## src/rtl/dbcsr_pkg.sv

```systemverilog
package dbcsr_pkg;
  localparam int DW     = 16;
  localparam int NFLAG  = 7;
  localparam int CNT_W  = 12;
  localparam int CH_W   = 3;
  localparam int VEC_W  = 8;

  // flag index
  localparam int F_HERR  = 0;
  localparam int F_HDONE = 1;
  localparam int F_FDONE = 2;
  localparam int F_FERR  = 3;
  localparam int F_HDB   = 4;
  localparam int F_FDB   = 5;
  localparam int F_IND   = 6;

  // command bits
  localparam int C_PIE_LD = 4;
  localparam int C_CLR_H  = 5;
  localparam int C_CLR_F  = 6;
  localparam int C_CLR_HDB = 9;
  localparam int C_RL_SET = 11;
  localparam int C_RL_CLR = 12;
  localparam int C_RING   = 13;

  // data-out fields
  localparam int D_IE     = 12;
  localparam logic [DW-1:0] DOUT_RSV = 16'h02F5;
  localparam logic [VEC_W-1:0] IRQ_VEC = 8'h6A;
endpackage

```

## src/rtl/dbcsr_decode.sv

```systemverilog
module dbcsr_decode
  import dbcsr_pkg::*;
(
  input  logic             cmd_we_i,
  input  logic [DW-1:0]    cmd_i,
  input  logic             dout_we_i,
  input  logic [DW-1:0]    dout_i,
  output logic [NFLAG-1:0] host_set_o,
  output logic [NFLAG-1:0] host_clr_o,
  output logic             pie_ld_o,
  output logic             rl_set_o,
  output logic             rl_clr_o,
  output logic             start_next_o,
  output logic             ring_o,
  output logic             xfer_go_o
);
  logic rsv;
  assign rsv = dout_we_i && (dout_i == DOUT_RSV);

  always_comb begin
    host_set_o = '0;
    host_clr_o = '0;
    if (cmd_we_i) begin
      if (cmd_i[C_CLR_F]) begin
        host_clr_o[F_FDONE] = 1'b1;
        host_clr_o[F_FERR]  = 1'b1;
      end
      if (cmd_i[C_CLR_H]) begin
        host_clr_o[F_HDONE] = 1'b1;
        host_clr_o[F_HERR]  = 1'b1;
      end
      if (cmd_i[C_CLR_HDB]) host_clr_o[F_HDB] = 1'b1;
      if (cmd_i[C_RING]) begin
        host_set_o[F_FDB] = 1'b1;
        host_clr_o[F_HDB] = 1'b1;
      end
    end
    if (rsv) begin
      host_set_o[F_HERR] = 1'b1;
      host_clr_o[F_HDB]  = 1'b1;
      host_clr_o[F_IND]  = 1'b1;
      host_clr_o[F_FDB]  = 1'b1;
    end
  end

  assign pie_ld_o     = cmd_we_i && cmd_i[C_PIE_LD];
  assign rl_set_o     = cmd_we_i && cmd_i[C_RL_SET];
  assign rl_clr_o     = cmd_we_i && cmd_i[C_RL_CLR];
  assign start_next_o = cmd_we_i && cmd_i[C_CLR_H];
  assign ring_o       = cmd_we_i && cmd_i[C_RING];
  assign xfer_go_o    = dout_we_i && !rsv;
endmodule

```

## src/rtl/dbcsr_flags.sv

```systemverilog
module dbcsr_flags
  import dbcsr_pkg::*;
(
  input  logic             clk_i,
  input  logic             rst_ni,
  input  logic [NFLAG-1:0] host_set_i,
  input  logic [NFLAG-1:0] host_clr_i,
  input  logic [NFLAG-1:0] eng_set_i,
  input  logic [NFLAG-1:0] eng_clr_i,
  output logic [NFLAG-1:0] flags_o
);
  for (genvar i = 0; i < NFLAG; i++) begin : g_flag
    logic q;
    always_ff @(posedge clk_i or negedge rst_ni) begin
      if (!rst_ni)            q <= 1'b0;
      else if (host_set_i[i]) q <= 1'b1;
      else if (host_clr_i[i]) q <= 1'b0;
      else if (eng_set_i[i])  q <= 1'b1;
      else if (eng_clr_i[i])  q <= 1'b0;
    end
    assign flags_o[i] = q;

    // host clear beats any engine set
    p_host_wins_r11: assert property (@(posedge clk_i) disable iff (!rst_ni)
      (host_clr_i[i] && !host_set_i[i]) |=> !flags_o[i]);
  end
endmodule

```

## src/rtl/dbcsr_irq.sv

```systemverilog
module dbcsr_irq
  import dbcsr_pkg::*;
(
  input  logic             clk_i,
  input  logic             rst_ni,
  input  logic             cmd_we_i,
  input  logic             en_i,
  input  logic [NFLAG-1:0] flags_i,
  output logic             irq_o
);
  logic any_src;
  assign any_src = flags_i[F_HERR] | flags_i[F_HDONE] | flags_i[F_FDONE]
                 | flags_i[F_FERR] | flags_i[F_HDB];

  always_ff @(posedge clk_i or negedge rst_ni) begin
    if (!rst_ni)       irq_o <= 1'b0;
    else if (cmd_we_i) irq_o <= 1'b0;
    else               irq_o <= en_i & any_src;
  end

  p_cmd_drop_r7: assert property (@(posedge clk_i) disable iff (!rst_ni)
    cmd_we_i |=> !irq_o);

  p_irq_track_r6: assert property (@(posedge clk_i) disable iff (!rst_ni)
    !cmd_we_i |=> (irq_o == ($past(en_i) && $past(any_src))));
endmodule

```

## src/rtl/doorbell_csr.sv

```systemverilog
module doorbell_csr
  import dbcsr_pkg::*;
(
  input  logic             clk_i,
  input  logic             rst_ni,
  input  logic             cmd_we_i,
  input  logic [15:0]      cmd_i,
  input  logic             dout_we_i,
  input  logic [15:0]      dout_i,
  input  logic             fe_dead_i,
  input  logic [6:0]       eng_set_i,
  input  logic [6:0]       eng_clr_i,
  output logic [15:0]      stat_o,
  output logic             irq_o,
  output logic [7:0]       vec_o,
  output logic             xfer_req_o,
  output logic             start_next_o,
  output logic             db_svc_o,
  output logic [11:0]      xfer_cnt_o,
  output logic             xfer_ie_o,
  output logic             reload_o,
  output logic             ind_o
);
  logic [NFLAG-1:0] host_set, host_clr, flags;
  logic pie_ld, rl_set, rl_clr, start_nx, ring, xfer_go;
  logic en_q, rl_q, ie_q, xreq_q, snx_q, dbs_q;
  logic [CH_W-1:0]  ch_q;
  logic [CNT_W-1:0] cnt_q;

  dbcsr_decode u_dec (
    .cmd_we_i, .cmd_i, .dout_we_i, .dout_i,
    .host_set_o(host_set), .host_clr_o(host_clr), .pie_ld_o(pie_ld),
    .rl_set_o(rl_set), .rl_clr_o(rl_clr), .start_next_o(start_nx),
    .ring_o(ring), .xfer_go_o(xfer_go)
  );

  dbcsr_flags u_flags (
    .clk_i, .rst_ni, .host_set_i(host_set), .host_clr_i(host_clr),
    .eng_set_i, .eng_clr_i, .flags_o(flags)
  );

  dbcsr_irq u_irq (
    .clk_i, .rst_ni, .cmd_we_i, .en_i(en_q), .flags_i(flags), .irq_o
  );

  always_ff @(posedge clk_i or negedge rst_ni) begin
    if (!rst_ni) begin
      en_q <= 1'b0; ch_q <= '0; rl_q <= 1'b0;
      ie_q <= 1'b0; cnt_q <= '0;
      xreq_q <= 1'b0; snx_q <= 1'b0; dbs_q <= 1'b0;
    end else begin
      if (pie_ld) {en_q, ch_q} <= cmd_i[CH_W:0];
      if (rl_set)      rl_q <= 1'b1;
      else if (rl_clr) rl_q <= 1'b0;
      if (xfer_go) begin
        ie_q  <= dout_i[D_IE];
        cnt_q <= dout_i[CNT_W-1:0];
      end
      xreq_q <= xfer_go;
      snx_q  <= start_nx;
      dbs_q  <= ring;
    end
  end

  always_comb begin
    stat_o          = '0;
    stat_o[15]      = 1'b1;
    stat_o[14]      = fe_dead_i;
    stat_o[13]      = flags[F_FDB];
    stat_o[9]       = flags[F_HDB];
    stat_o[8]       = flags[F_FERR];
    stat_o[6]       = flags[F_FDONE];
    stat_o[5]       = flags[F_HDONE];
    stat_o[4]       = flags[F_HERR];
    stat_o[3]       = en_q;
    stat_o[CH_W-1:0] = ch_q;
  end

  assign vec_o        = IRQ_VEC;
  assign xfer_req_o   = xreq_q;
  assign start_next_o = snx_q;
  assign db_svc_o     = dbs_q;
  assign xfer_cnt_o   = cnt_q;
  assign xfer_ie_o    = ie_q;
  assign reload_o     = rl_q;
  assign ind_o        = flags[F_IND];

  p_ring_r5: assert property (@(posedge clk_i) disable iff (!rst_ni)
    (cmd_we_i && cmd_i[C_RING]) |=> (stat_o[13] && !stat_o[9] && db_svc_o));

  p_reserved_r8: assert property (@(posedge clk_i) disable iff (!rst_ni)
    (dout_we_i && dout_i == DOUT_RSV && !cmd_we_i) |=>
      (stat_o[4] && !ind_o && !xfer_req_o && $stable(xfer_cnt_o)));

  p_xfer_r9: assert property (@(posedge clk_i) disable iff (!rst_ni)
    (dout_we_i && dout_i != DOUT_RSV) |=>
      (xfer_req_o && xfer_cnt_o == $past(dout_i[CNT_W-1:0])));

  p_pie_hold_r2: assert property (@(posedge clk_i) disable iff (!rst_ni)
    (cmd_we_i && !cmd_i[C_PIE_LD]) |=> $stable(stat_o[3:0]));
endmodule

```

## config.mk

```make
export PLATFORM = sky130hd
export DESIGN_NAME = doorbell_csr
export DESIGN_NICKNAME = d
export VERILOG_FILES = /design/src/rtl/dbcsr_pkg.sv /design/src/rtl/dbcsr_decode.sv /design/src/rtl/dbcsr_flags.sv /design/src/rtl/dbcsr_irq.sv /design/src/rtl/doorbell_csr.sv
export SDC_FILE = /design/constraint.sdc
export NUM_CORES = 1
export LEC_CHECK = 0
export CAP_MARGIN = 20
export CORE_MARGIN = 4
export CORE_UTILIZATION = 38
export DETAILED_ROUTE_END_ITERATION = 8
export GPL_ROUTABILITY_DRIVEN = 0
export PLACE_DENSITY = 0.88
export SETUP_SLACK_MARGIN = 0.3
export SYNTH_ARGS = -nofsm -noshare
export SYNTH_HDL_FRONTEND = slang
export SYNTH_SLANG_ARGS = --single-unit
```

## constraint.sdc

```tcl
create_clock -name clk_i -period 2.4 [get_ports clk_i]
set_input_delay 0.48 -clock clk_i [delete_from_list [all_inputs] [get_ports clk_i]]
set_output_delay 0.48 -clock clk_i [all_outputs]
set_load 0.005 [all_outputs]
```

==> flow_summary.json <==
{
  "gr-usage-met3": 0.0476,
  "grt.overflow.total": 0,
  "cts-root-buf": "clkbuf_4",
  "dp_hpwl_um": 2610,
  "boundaryPins": 94,
  "cts_tree": "done",
  "p_leak_nw": 1.01,
  "htree_num_levels": 2,
  "grt_start_max_net_pins": 30,
  "use_met1": 0.145,
  "drtIter0Drc": 22,
  "finalNetCount": 233,
  "synthesis.area_um2": 1370,
  "synth-seq-cells": 29,
  "skew_ns": 0.00358,
  "grt_pass1_vias": 1127,
  "cp_data_arrival_time_ns": 2.25,
  "power_density_nw_per_um2": 518,
  "cp-start-kind": "input port",
  "ant_nets": 0,
  "synth-main-ff-cell": "dfrtp_1",
  "postCtsSetupBuffers": 0,
  "core_area_um2": 3390,
  "wl_um": 3410,
  "rrSetupSlack_ns": 1.13,
  "async_flop_share": 1.00,
  "worstSetupPathType": "input port to flip-flop",
  "synth_edf_count": 0,
  "setup_viol": 0,
  "antennaDiodeCount": 0,
  "routedWlPerCell_um": 14.9,
  "hold_viol": 0,
  "grt_use_total": 0.155,
  "hold_ws_ns": 0.460,
  "hp-class": "input port to flip-flop",
  "cts_inserted_buffers": 5,
  "status": "complete, no violations",
  "cap_violations": 0,
  "period_share": 0.853,
  "grt_pass1_wl_um": 5150,
  "synth_cells": 109,
  "clk_pin_slew_ns": 0.09,
  "required_ns": 2.60,
  "cts_sinks": 29,
  "cts_buffer_depth": 2,
  "fin_util": 0.633,
  "antenna_found_initial": 0,
  "via_per_inst": 4.45,
  "die_w_um": 67.9,
  "worstSetupEndpointType": "flip-flop",
  "area_growth_pct": 57.1,
  "port_buffers": 73,
  "rsz0062_at_grt": "no",
  "groute.layer.met2.usage": 0.298,
  "grt_busiest_layer": "met2",
  "via_count": 1019,
  "cts_hold_buf": 0,
  "dr.pass1.iters": 2,
  "start_util": 0.403,
  "syn_area_per_cell_um2": 12.5,
  "drv_slew": 0,
  "finalWorstSetupSlack_ns": 0.352,
  "layout-drive-gt1-share": 0.191,
  "fp.dieH_um": 67.9,
  "rows": 21,
  "clk_latency_ns": 0.31,
  "drc": 0,
  "fin_crit_ns": 2.05,
  "fmax_mhz": 488,
  "preCtsSetupSlack_ns": -0.251,
  "tns_ns": 0,
  "die_area_um2": 4620,
  "ir_drop_mv": 0.238,
  "finalPower_w": 0.00111,
  "synth_warnings": 0,
  "critPathMaxFanout": 7,
  "seq_area_frac_synth": 0.532,
  "synth_cell_types": 24
}
## metal layers
| metal | wire length (µm) | vias to the layer above |
|---|---|---|
| met5 | 0 | - |
| met2 | 1740 | 66 |
| met3 | 456 | 4 |
| li1 | - | 479 |
| met1 | 1190 | 470 |
| met4 | 27 | 0 |
## cells in the mapped netlist (2+ instances only)
cell type | n | area share
nor2_1 | 4 | 0.011
conb_1 | 2 | 0.0055
o21ai_0 | 2 | 0.0073
dfrtp_1 | 29 | 0.53
a21oi_1 | 8 | 0.029
buf_4 | 21 | 0.12
o21bai_1 | 2 | 0.011
mux2_4 | 9 | 0.099
nand2_1 | 2 | 0.0055
or4_1 | 2 | 0.011
mux2_2 | 8 | 0.066
and2_1 | 2 | 0.0092
inv_1 | 7 | 0.019
## state kept, by name, summed over array words and instances, names as in the netlist
signal and flops:
ch_q 3, db_svc_o 1, en_q 1, reload_o 1, start_next_o 1, u_flags.g_flag.q 7
u_irq.irq_o 1, xfer_cnt_o 12, xfer_ie_o 1, xfer_req_o 1
## critical path: stages
cell and delay (ns):
clkdlybuf4s50_1 0.42, or4_4 0.43, nor4_4 0.31, nand2b_4 0.28, mux2_4 0.32
## layout make-up
class	instances	area, µm²
Multi-Input combinational cell	62	522
Sequential cell	29	726
Inverter	7	26.3
Clock buffer	6	41.3
Timing Repair Buffer	77	762
Clock inverter	2	10.0
Fill cell	262	1240
Tap cell	46	57.6
## where the power goes
group          leakage (nW)  internal, W  switching, W  total (W)
logic                 0.639     0.000194     0.0000839   0.000278
registers             0.341     0.000536     0.0000271   0.000563
clock network        0.0320     0.000111      0.000158   0.000270
total                  1.01     0.000841      0.000269    0.00111
## cell usage in the layout (no fill, tap or decap), types with 2 or more instances in the layout
cell type        Yosys  final
mux2_4               9     13
o21ai_0              2      2
nand2_1              2      2
conb_1               2     13
clkdlybuf4s50_1      0     62
clkinv_2             0      2
clkbuf_4             0      5
nor2_1               4      4
o21bai_1             2      2
dlygate4sd2_1        0      7
dlymetal6s2s_1       0      4
dfrtp_1             29     29
buf_4               21      4
nand2b_4             1      2
a21oi_1              8      8
inv_1                7      7
mux2_2               8      4
and2_1               2      2
## through the flow
stage	std cells	area (µm²)
after floorplan	120	1410
after global placement	220	2040
after detailed placement	220	2040
after CTS	229	2130
after global routing	229	2140
final	229	2140
## path summary, 6_finish.rpt
path / cells after the start / to / startpoint
max reg2reg: 3 / u_irq.irq_o / u_flags.g_flag[0].q
min reg2reg: 1 / reload_o / reload_o
max in group asynchronous: 2 / xfer_cnt_o[10] / rst_ni
min: 2 / xfer_cnt_o[7] / dout_i[7]
min in group asynchronous: 2 / xfer_cnt_o[9] / rst_ni
max: 5 / xfer_cnt_o[6] / dout_i[10]
## timing repair
item                       4_1_cts  5_1_grt
cloned                           1        0
gates resized for setup         16        4
pin swaps                        4        2
setup endpoints to repair       13       13
## logic make-up (layout without fill, tap and decap cells)
family,count (synthesis),count (layout),synth area share
other cells,2,13,0.00550
compound gates,13,13,0.0541
simple gates,18,19,0.0917
buf+inv,30,92,0.152
flops,29,29,0.532
mux,17,17,0.165
(Power assumes the default switching activity.)
